==> config.mk <==
export PLATFORM = sky130hd
export DESIGN_NAME = rla_arbiter
export DESIGN_NICKNAME = d
export VERILOG_FILES = /design/src/rtl/rla_pkg.sv /design/src/rtl/rla_match.sv /design/src/rtl/rla_rr_pick.sv /design/src/rtl/rla_hist.sv /design/src/rtl/rla_arbiter.sv
export SDC_FILE = /design/constraint.sdc
export NUM_CORES = 1
export LEC_CHECK = 0
export BUFFER_PORTS_ARGS = -buffer_cell sky130_fd_sc_hd__buf_2
export CAP_MARGIN = 5
export CORE_UTILIZATION = 50
export DETAILED_ROUTE_END_ITERATION = 12
export HOLD_SLACK_MARGIN = 0.08
export PLACE_DENSITY = 0.85
export SYNTH_ARGS = -nofsm -noshare
export SYNTH_HDL_FRONTEND = slang
export SYNTH_SLANG_ARGS = --single-unit
==> constraint.sdc <==
create_clock -name clk -period 6.1 [get_ports clk]
set_input_delay 0.305 -clock clk [delete_from_list [all_inputs] [get_ports clk]]
set_output_delay 0.305 -clock clk [all_outputs]
set_load 0.01 [all_outputs]
==> src/rtl/rla_pkg.sv <==
package rla_pkg;

    // How the current grant was chosen
    typedef enum logic [1:0] {
        SEL_NONE  = 2'd0,
        SEL_CONT  = 2'd1,
        SEL_MATCH = 2'd2,
        SEL_RR    = 2'd3
    } sel_e;

    function automatic logic sel_grants(input sel_e k);
        return k != SEL_NONE;
    endfunction

    function automatic logic sel_extends_run(input sel_e k);
        return k == SEL_CONT;
    endfunction

endpackage

==> src/rtl/rla_match.sv <==
module rla_match #(
    parameter int N      = 4,
    parameter int ADDR_W = 32,
    parameter int ROW_LO = 13,
    parameter int ROW_W  = 14
) (
    input  logic [N-1:0]        req_valid,
    input  logic [N*ADDR_W-1:0] req_addr,
    input  logic [N-1:0]        req_write,
    input  logic                hist_valid,
    input  logic [ROW_W-1:0]    last_row,
    input  logic                last_wr,
    output logic [N*ROW_W-1:0]  req_row,
    output logic [N-1:0]        match
);

    for (genvar i = 0; i < N; i++) begin : g_lane
        logic [ROW_W-1:0] row_i;
        assign row_i = req_addr[i*ADDR_W + ROW_LO +: ROW_W];
        assign req_row[i*ROW_W +: ROW_W] = row_i;
        assign match[i] = req_valid[i] & hist_valid &
                          (row_i == last_row) & (req_write[i] == last_wr);
    end

endmodule

==> src/rtl/rla_rr_pick.sv <==
module rla_rr_pick #(
    parameter int N = 4,
    localparam int IDX_W = $clog2(N)
) (
    input  logic [N-1:0]     cand,
    input  logic [IDX_W-1:0] last_idx,
    output logic             found,
    output logic [IDX_W-1:0] pick_idx
);

    // Scan last+1, last+2, ... last (wrapping); first candidate wins
    always_comb begin
        found    = 1'b0;
        pick_idx = '0;
        for (int k = 1; k <= N; k++) begin
            int j;
            j = (int'(last_idx) + k) % N;
            if (!found && cand[j[IDX_W-1:0]]) begin
                found    = 1'b1;
                pick_idx = j[IDX_W-1:0];
            end
        end
    end

endmodule

==> src/rtl/rla_hist.sv <==
module rla_hist #(
    parameter int N       = 4,
    parameter int ROW_W   = 14,
    parameter int MAX_RUN = 8,
    localparam int IDX_W  = $clog2(N),
    localparam int RUN_W  = $clog2(MAX_RUN + 1)
) (
    input  logic             clk,
    input  logic             rst,
    input  logic             acc,
    input  logic             extend,
    input  logic [IDX_W-1:0] g_idx,
    input  logic [ROW_W-1:0] g_row,
    input  logic             g_wr,
    output logic             hist_valid,
    output logic [ROW_W-1:0] last_row,
    output logic             last_wr,
    output logic [IDX_W-1:0] last_idx,
    output logic [RUN_W-1:0] run_cnt
);

    localparam logic [IDX_W-1:0] IDX_TOP = IDX_W'(N - 1);

    always_ff @(posedge clk) begin
        if (rst) begin
            hist_valid <= 1'b0;
            last_row   <= '0;
            last_wr    <= 1'b0;
            last_idx   <= IDX_TOP;
            run_cnt    <= '0;
        end else if (acc) begin
            hist_valid <= 1'b1;
            last_row   <= g_row;
            last_wr    <= g_wr;
            last_idx   <= g_idx;
            run_cnt    <= extend ? run_cnt + RUN_W'(1) : RUN_W'(1);
        end
    end

endmodule

==> src/rtl/rla_arbiter.sv <==
module rla_arbiter #(
    parameter int N       = 4,
    parameter int ADDR_W  = 32,
    parameter int ROW_LO  = 13,
    parameter int ROW_W   = 14,
    parameter int MAX_RUN = 8,
    localparam int IDX_W  = $clog2(N),
    localparam int RUN_W  = $clog2(MAX_RUN + 1)
) (
    input  logic                clk,
    input  logic                rst,
    input  logic [N-1:0]        req_valid,
    input  logic [N*ADDR_W-1:0] req_addr,
    input  logic [N-1:0]        req_write,
    input  logic                gnt_ready,
    output logic [N-1:0]        gnt,
    output logic                gnt_valid,
    output logic [IDX_W-1:0]    gnt_idx
);
    import rla_pkg::*;

    logic             hist_valid;
    logic [ROW_W-1:0] last_row;
    logic             last_wr;
    logic [IDX_W-1:0] last_idx;
    logic [RUN_W-1:0] run_cnt;

    logic [N*ROW_W-1:0] req_row;
    logic [N-1:0]       match;
    logic [N-1:0]       match_others;
    logic               m_found, a_found;
    logic [IDX_W-1:0]   m_idx, a_idx;
    logic               cont;
    sel_e               sel;
    logic               unused_addr;

    // Bits outside the row field only reach this reduction
    assign unused_addr = ^req_addr;

    rla_match #(.N(N), .ADDR_W(ADDR_W), .ROW_LO(ROW_LO), .ROW_W(ROW_W)) match_i (
        .req_valid (req_valid),
        .req_addr  (req_addr),
        .req_write (req_write),
        .hist_valid(hist_valid),
        .last_row  (last_row),
        .last_wr   (last_wr),
        .req_row   (req_row),
        .match     (match)
    );

    // A matching last master that did not continue has hit the run cap
    always_comb begin
        match_others = match;
        match_others[last_idx] = 1'b0;
    end

    rla_rr_pick #(.N(N)) pick_match_i (
        .cand    (match_others),
        .last_idx(last_idx),
        .found   (m_found),
        .pick_idx(m_idx)
    );

    rla_rr_pick #(.N(N)) pick_all_i (
        .cand    (req_valid),
        .last_idx(last_idx),
        .found   (a_found),
        .pick_idx(a_idx)
    );

    assign cont = match[last_idx] && (run_cnt < RUN_W'(MAX_RUN));

    always_comb begin
        if (cont)         sel = SEL_CONT;
        else if (m_found) sel = SEL_MATCH;
        else if (a_found) sel = SEL_RR;
        else              sel = SEL_NONE;
    end

    always_comb begin
        unique case (sel)
            SEL_CONT:  gnt_idx = last_idx;
            SEL_MATCH: gnt_idx = m_idx;
            SEL_RR:    gnt_idx = a_idx;
            default:   gnt_idx = '0;
        endcase
        gnt_valid = sel_grants(sel);
        gnt = '0;
        if (gnt_valid) gnt[gnt_idx] = 1'b1;
    end

    rla_hist #(.N(N), .ROW_W(ROW_W), .MAX_RUN(MAX_RUN)) hist_i (
        .clk       (clk),
        .rst       (rst),
        .acc       (gnt_valid & gnt_ready),
        .extend    (sel_extends_run(sel)),
        .g_idx     (gnt_idx),
        .g_row     (req_row[gnt_idx*ROW_W +: ROW_W]),
        .g_wr      (req_write[gnt_idx]),
        .hist_valid(hist_valid),
        .last_row  (last_row),
        .last_wr   (last_wr),
        .last_idx  (last_idx),
        .run_cnt   (run_cnt)
    );

endmodule

## Word-level counts from Yosys, hierarchy flattened

Index checks and enable logic that the tools add are counted.

- Flip-flop bits (word level): 22
- Bits of input ports: 139
- Logic and storage cells: 109

- Add/sub/neg operators: 5
- $mul: 1
- Magnitude comparators: 9
- Eq/ne operators: 11
- Shift operators: 1
- Multiplexer cells: 46
- Bitwise logic cells: 15
- Reductions and logical operators: 16

Operators with widths:

| operator | number |
|---|---|
| 14-bit == test | 4 |
| 56-bit by 7-bit indexed part select with 14-bit output | 1 |
| 2-bit 2-to-1 mux | 11 |
| 1-bit binary-select mux with 2-bit select | 10 |
| 1-bit 2-to-1 mux | 20 |
| 2-bit by 3-bit less-than comparator with 1-bit output, second input constant | 6 |
| 1-bit AND | 13 |
| 1-bit logical AND | 9 |
| 4-bit 2-to-1 mux | 2 |
| 1-bit zero test | 6 |
| 2-bit one-hot mux with 3 select lines | 1 |
| 2-bit by 3-bit multiplier with 5-bit output, second input constant | 1 |
| 2-bit by 1-bit adder with 2-bit output, second input constant | 2 |
| 2-bit adder, second input constant | 2 |
| 4-bit by 1-bit adder with 4-bit output, second input constant | 1 |
| 4-bit AND | 1 |
| 1-bit demux with 2-bit select | 2 |
| 1-bit == test | 4 |
| 2-bit == test, second input constant | 2 |
| 2-bit by 1-bit greater-or-equal comparator with 1-bit output, second input constant | 2 |
| 4-bit less-than comparator, second input constant | 1 |
| 4-bit inverter | 1 |
| 2-bit by 1-bit == test with 1-bit output, second input constant | 1 |
| 2-bit nonzero test | 1 |

## Longest topological paths before layout

- Depth after elaboration: 27
- Gate-level depth with buffers: 15
- Gate-level depth less buffers: 12

## Modules after synthesis

Synthesis repeated with hierarchy kept, for this count alone.

- Cells, all modules: 303
- Area total of the unflattened synthesis: 2,752.6 sq um

By module, submodules not included:

| module | instances | cells each | area an instance (sq um) | sequential area each (sq um) |
|---|---|---|---|---|
| rla_match | 1 | 148 | 1,146.1 | 0.0 |
| rla_hist | 1 | 81 | 810.8 | 440.4 |
| rla_arbiter | 1 | 46 | 613.1 | 0.0 |
| rla_rr_pick | 2 | 14 | 91.3 | 0.0 |

## Least setup slack after synthesis

No wires, ideal clock.

- Kind: reg2out
- Start point: register hist_i.last_idx[1]
- End point: output gnt[0]
- Arrival: 3.169 ns
- Required time: 5.795 ns
- Path slack: 2.626 ns
- Stages on the path, launching flop included: 12
- Cells stage by stage: dfxtp_1 -> clkbuf_1 -> clkinv_1 -> ha_1 -> clkbuf_1 -> nor3_1 -> a211oi_1 -> nor2_1 -> o31ai_1 -> nand3_1 -> buf_2 -> nor3b_1

- Word-level cells in the longest chain between the ends: 27

RTL lines:

| element | RTL line | source |
|---|---|---|
| start, declared | rla_hist.sv:18 | `output logic [IDX_W-1:0] last_idx,` |
| start signal, assigned | rla_hist.sv:35 | `last_idx <= g_idx;` |
| 2-bit by 3-bit less-than comparator with 1-bit output (not written as such) or 2-bit by 1-bit greater-or-equal comparator with 1-bit output (tied branches) | rla_arbiter.sv:54 | `match_others[last_idx] = 1'b0;` |
| 1-bit logical AND (not written as such) | rla_arbiter.sv:54 |  |
| 1-bit 2-to-1 mux (not written as such) | rla_arbiter.sv:54 |  |
| 1-bit demux with 2-bit select | rla_arbiter.sv:54 |  |
| 4-bit inverter (no line) | - |  |
| 4-bit AND (no line) | - |  |
| 1-bit binary-select mux with 2-bit select | rla_rr_pick.sv:18 | `if (!found && cand[j[IDX_W-1:0]]) begin` |
| 1-bit 2-to-1 mux (not written as such) | rla_rr_pick.sv:18 |  |
| [... 12 more ...] | - |  |
| 2-bit == test or 2-bit by 1-bit == test with 1-bit output (tied branches) | rla_arbiter.sv:81 | `unique case (sel)` |
| 2-bit one-hot mux with 3 select lines * | rla_arbiter.sv:81 |  |
| via gnt_idx[0] | rla_arbiter.sv:18 | `output logic [IDX_W-1:0] gnt_idx` |
| 2-bit by 3-bit less-than comparator with 1-bit output (not written as such) or 2-bit by 1-bit greater-or-equal comparator with 1-bit output (tied branches) | rla_arbiter.sv:89 | `if (gnt_valid) gnt[gnt_idx] = 1'b1;` |
| 1-bit logical AND (not written as such) | rla_arbiter.sv:89 |  |
| 1-bit 2-to-1 mux (not written as such) | rla_arbiter.sv:89 |  |
| 1-bit demux with 2-bit select * | rla_arbiter.sv:89 |  |
| 4-bit 2-to-1 mux * | rla_arbiter.sv:89 |  |
| end, declared | rla_arbiter.sv:16 | `output logic [N-1:0] gnt,` |

Mark *: on every way through the listed nets, which the timed path passes. The rest lies on a longest branch. The select of a mux whose other input is x is not followed.

## Worst setup path in the final report

- Start point: register hist_i.last_idx[0]
- End point: output gnt[0]

- Word-level cells in the longest chain between the ends: 27

RTL lines:

| element | RTL line | source |
|---|---|---|
| 2-bit by 3-bit less-than comparator with 1-bit output (not written as such) or 2-bit by 1-bit greater-or-equal comparator with 1-bit output (tied branches) | rla_arbiter.sv:54 |  |
| 1-bit logical AND (not written as such) | rla_arbiter.sv:54 |  |
| 1-bit 2-to-1 mux (not written as such) | rla_arbiter.sv:54 |  |
| 1-bit demux with 2-bit select | rla_arbiter.sv:54 |  |
| 4-bit inverter (no line) | - |  |
| 4-bit AND (no line) | - |  |
| 1-bit binary-select mux with 2-bit select | rla_rr_pick.sv:18 |  |
| 1-bit 2-to-1 mux (not written as such) | rla_rr_pick.sv:18 |  |
| [... 11 more ...] | - |  |
| 2-bit 2-to-1 mux | rla_arbiter.sv:74 | `if (cont) sel = SEL_CONT;` |
| 2-bit == test or 2-bit by 1-bit == test with 1-bit output (tied branches) | rla_arbiter.sv:81 |  |
| 2-bit one-hot mux with 3 select lines | rla_arbiter.sv:81 |  |
| 2-bit by 3-bit less-than comparator with 1-bit output (not written as such) or 2-bit by 1-bit greater-or-equal comparator with 1-bit output (tied branches) | rla_arbiter.sv:89 |  |
| 1-bit logical AND (not written as such) | rla_arbiter.sv:89 |  |
| 1-bit 2-to-1 mux (not written as such) | rla_arbiter.sv:89 |  |
| 1-bit demux with 2-bit select | rla_arbiter.sv:89 |  |
| 4-bit 2-to-1 mux * | rla_arbiter.sv:89 |  |

Every way passes the cells marked *; elsewhere a longest branch is shown, timed or not. The select of a mux whose other input is x is not followed.

==> out/qor.txt <==
GRT Total Usage: 31.8%
Ys async rst share: 0%
Pwr Total: 0.792 mW
Static Leakage: 1.41 nW
Area growth syn-to-layout: 11.6%
Hold buffers post-CTS: 0
Avg Inst Size Synth: 7.76 µm²
Core area: 5920 µm²
FP Rows: 28
R2r startpoint: hist_i.last_idx[0]
Max Clock Skew: 0.00593 ns
N_diodes: 0
Sum of negative setup slack: 0 ns
Vias per cell: 6.76
Skew-Pair Late Insertion Delay: 0.28 ns
Worst r2r dst: hist_i.last_row[7]
Number of global-route vias before repair: 3294
Crit. End Element: primary output
RSZ-0062 raised after global routing: no
Final min period: 4.89 ns
IO Count: 146
Global route overflow: 0
Period utilization: 80.1%
Initial antenna violation count: 0
Critical Path RT: 5.79 ns
Worst-path fanout max: 17
Slew headroom: 21.5%
Share of cells above drive strength 1: 24.4%
DRT iter0 DRCs: 395
Worst Setup SP: hist_i.last_idx[0]
Clk buf depth: 2
FF-to-FF setup slack: 1.63 ns
GPL Wtd Cong: 0.981
WL final: 9800 µm
Routed vias: 3468
Final Cell Area: 3420 µm²
Synth area leader: dfxtp_1
Post-Synthesis Cells: 395
First-pass GRT wire length: 15900 µm
Sequential area share after synthesis: 14.4%
Worst Path Arrival: 4.58 ns
Total CTS buffers: 3
DRC: 0
Fmax: 205 MHz
CTS tree: built
Synth Register Bits: 22
I/O Buffers: 73
Startpoint Class: flop
Clock transition at the registers of the reported paths: 0.09 ns
Top cells by area, synth: dfxtp_1 (14%), xor2_1 (12%), xnor2_1 (5.4%)
CTS H-tree depth: 1
Outcome: finished, final reports clean
Crit Path Class: reg -> out
Hold Crit Class: in -> reg
Yosys top cell area share: 14.4%
Crit path to: gnt[0]
Top_reg_cell synth: dfxtp_1
Pre-Repair DR Iteration Count: 6
Sink Count: 22
Final Hold Viols: 0
R2R cell count: 12
MaxCap Viol Count: 0
# nets final: 583
Post-CTS Resized: 0
Starting Density: 51.8%
WL per Instance: 19.1 µm
Worst-margin pin slew: 1.17 ns
DIE WIDTH: 80.3 µm
Largest net degree at the start of global routing: 18
Synth warnings: 0
Final setup viols: 0
Peak supply drop: 0.000151 V
Max-slew violations: 0
Filler instances: 544
Synthesized net count: 539
PD cells: 231 nW/µm²
Worst hold slack: 0.315 ns
Number of flops mapped to enable cells by yosys: 0
DIE AREA: 6450 µm²
Synthesized cell area: 3070 µm²
CTS Root Cell: clkbuf_8
# Post-CTS Setup Buffers: 0
Dpl cell area: 3350 µm²
DP HPWL: 7410 µm
Detail Route Antenna Nets: 0
Synth unique cells: 59
Die Y: 80.3 µm
kinds of logic (layout without fill, tap and decap cells):
| family | Yosys count | in the layout | synth area share, % |
|---|---|---|---|
| xor+xnor | 60 | 60 | 17.1 |
| flops | 22 | 22 | 14.4 |
| mux | 19 | 19 | 7.06 |
| fa+ha+maj | 5 | 5 | 2.04 |
| compound gates | 105 | 105 | 25.0 |
| buf+inv | 46 | 89 | 7.92 |
| simple gates | 138 | 138 | 26.4 |
state kept, by name, indices dropped and copies added (netlist names):
signal	cells
hist_i.last_wr	1
hist_i.hist_valid	1
hist_i.last_row	14
hist_i.run_cnt	4
hist_i.last_idx	2
how the worst min path moves through the flow:
stage | start | slack (ns) | end | cells past startpoint
6_report | rst | 0.31 | hist_i.run_cnt[1] | 2
3_5_place_dp | hist_i.run_cnt[1] | 0.48 | hist_i.run_cnt[1] | 2
5_1_grt | rst | 0.33 | hist_i.hist_valid | 2
3_3_place_gp | hist_i.run_cnt[1] | 0.46 | hist_i.run_cnt[1] | 2
2_1_floorplan | hist_i.run_cnt[1] | 0.45 | hist_i.run_cnt[1] | 2
4_1_cts | rst | 0.32 | hist_i.hist_valid | 2
metrics by stage:
step                      utilization (%)  setup WS [ns]  cells
after global placement               56.6           1.59    509
after CTS                            57.8           1.29    513
after floorplan                         -           2.63    395
final                                57.8           1.21    513
after global routing                 57.8          0.828    513
after detailed placement             56.6           1.63    509
where the power goes:
group | total, mW | switching (mW) | internal [mW]
registers | 0.213 | 0.0467 | 0.166
logic | 0.435 | 0.264 | 0.171
clock network | 0.145 | 0.0570 | 0.0879
total | 0.792 | 0.368 | 0.424
cell type report:
class                           instances  area [µm²]  share of cell area, %
Inverter                                7        26.3                  0.768
Clock buffer                            3        41.3                   1.21
Clock inverter                          1        30.0                  0.878
Tap cell                               75        93.8                   2.74
Multi-Input combinational cell        327        2390                   69.8
Timing Repair Buffer                   78         403                   11.8
Sequential cell                        22         440                   12.9
cell usage after synthesis, drive strengths merged, types with 3 or more instances:
cell and count:
nand2 24, nor4 26, a211oi 7, and4 5, or4 3, nand4 26
xor2 41, mux2i 16, buf 19, ha 5, o2111ai 3, nand3 8
inv 5, nor2b 3, clkbuf 20, nor2 25, o211a 3, and2 3
dfxtp 22, xnor2 19, o211ai 16, nor3 6, o21ai 24, a21oi 11
a21o 15, or2 3
layout by cell type (no fill, tap or decap), types with 3 or more instances in the layout:
cell and count:
a211oi_1 7, a21o_1 15, a21oi_1 11, and2_1 3, and4_1 5, buf_2 73
buf_4 5, clkbuf_8 3, dfxtp_1 22, ha_1 5, inv_1 5, mux2i_1 16
nand2_1 24, nand3_1 8, nand4_1 25, nor2_1 25, nor2b_1 3, nor3_1 6
nor4_1 16, nor4_2 10, o2111ai_1 3, o211a_1 3, o211ai_1 10, o211ai_2 6
o21ai_0 22, or2_2 3, or4_1 3, xnor2_1 19, xor2_1 41
per-layer routing:
layer	wire (µm)	GRT usage (%)	vias up	share of wire (%)
met4	468	19.1	0	4.8
met1	3880	39.4	1592	40
li1	-	-	1573	-
met3	989	4.55	51	10
met5	0	0	-	0
met2	4460	52.1	252	46
critical path, stage by stage, from the launching register on:
cell	delay [ns]
dfxtp_1	0.73
inv_1	0.43
ha_1	0.63
clkinv_1	0.38
o32ai_1	0.45
a32oi_1	0.15
o2111ai_1	0.12
buf_4	0.28
nand3_1	0.42
buf_4	0.38
nor3b_1	0.18
buf_2	0.15
Power figures use the tool's default switching activity.
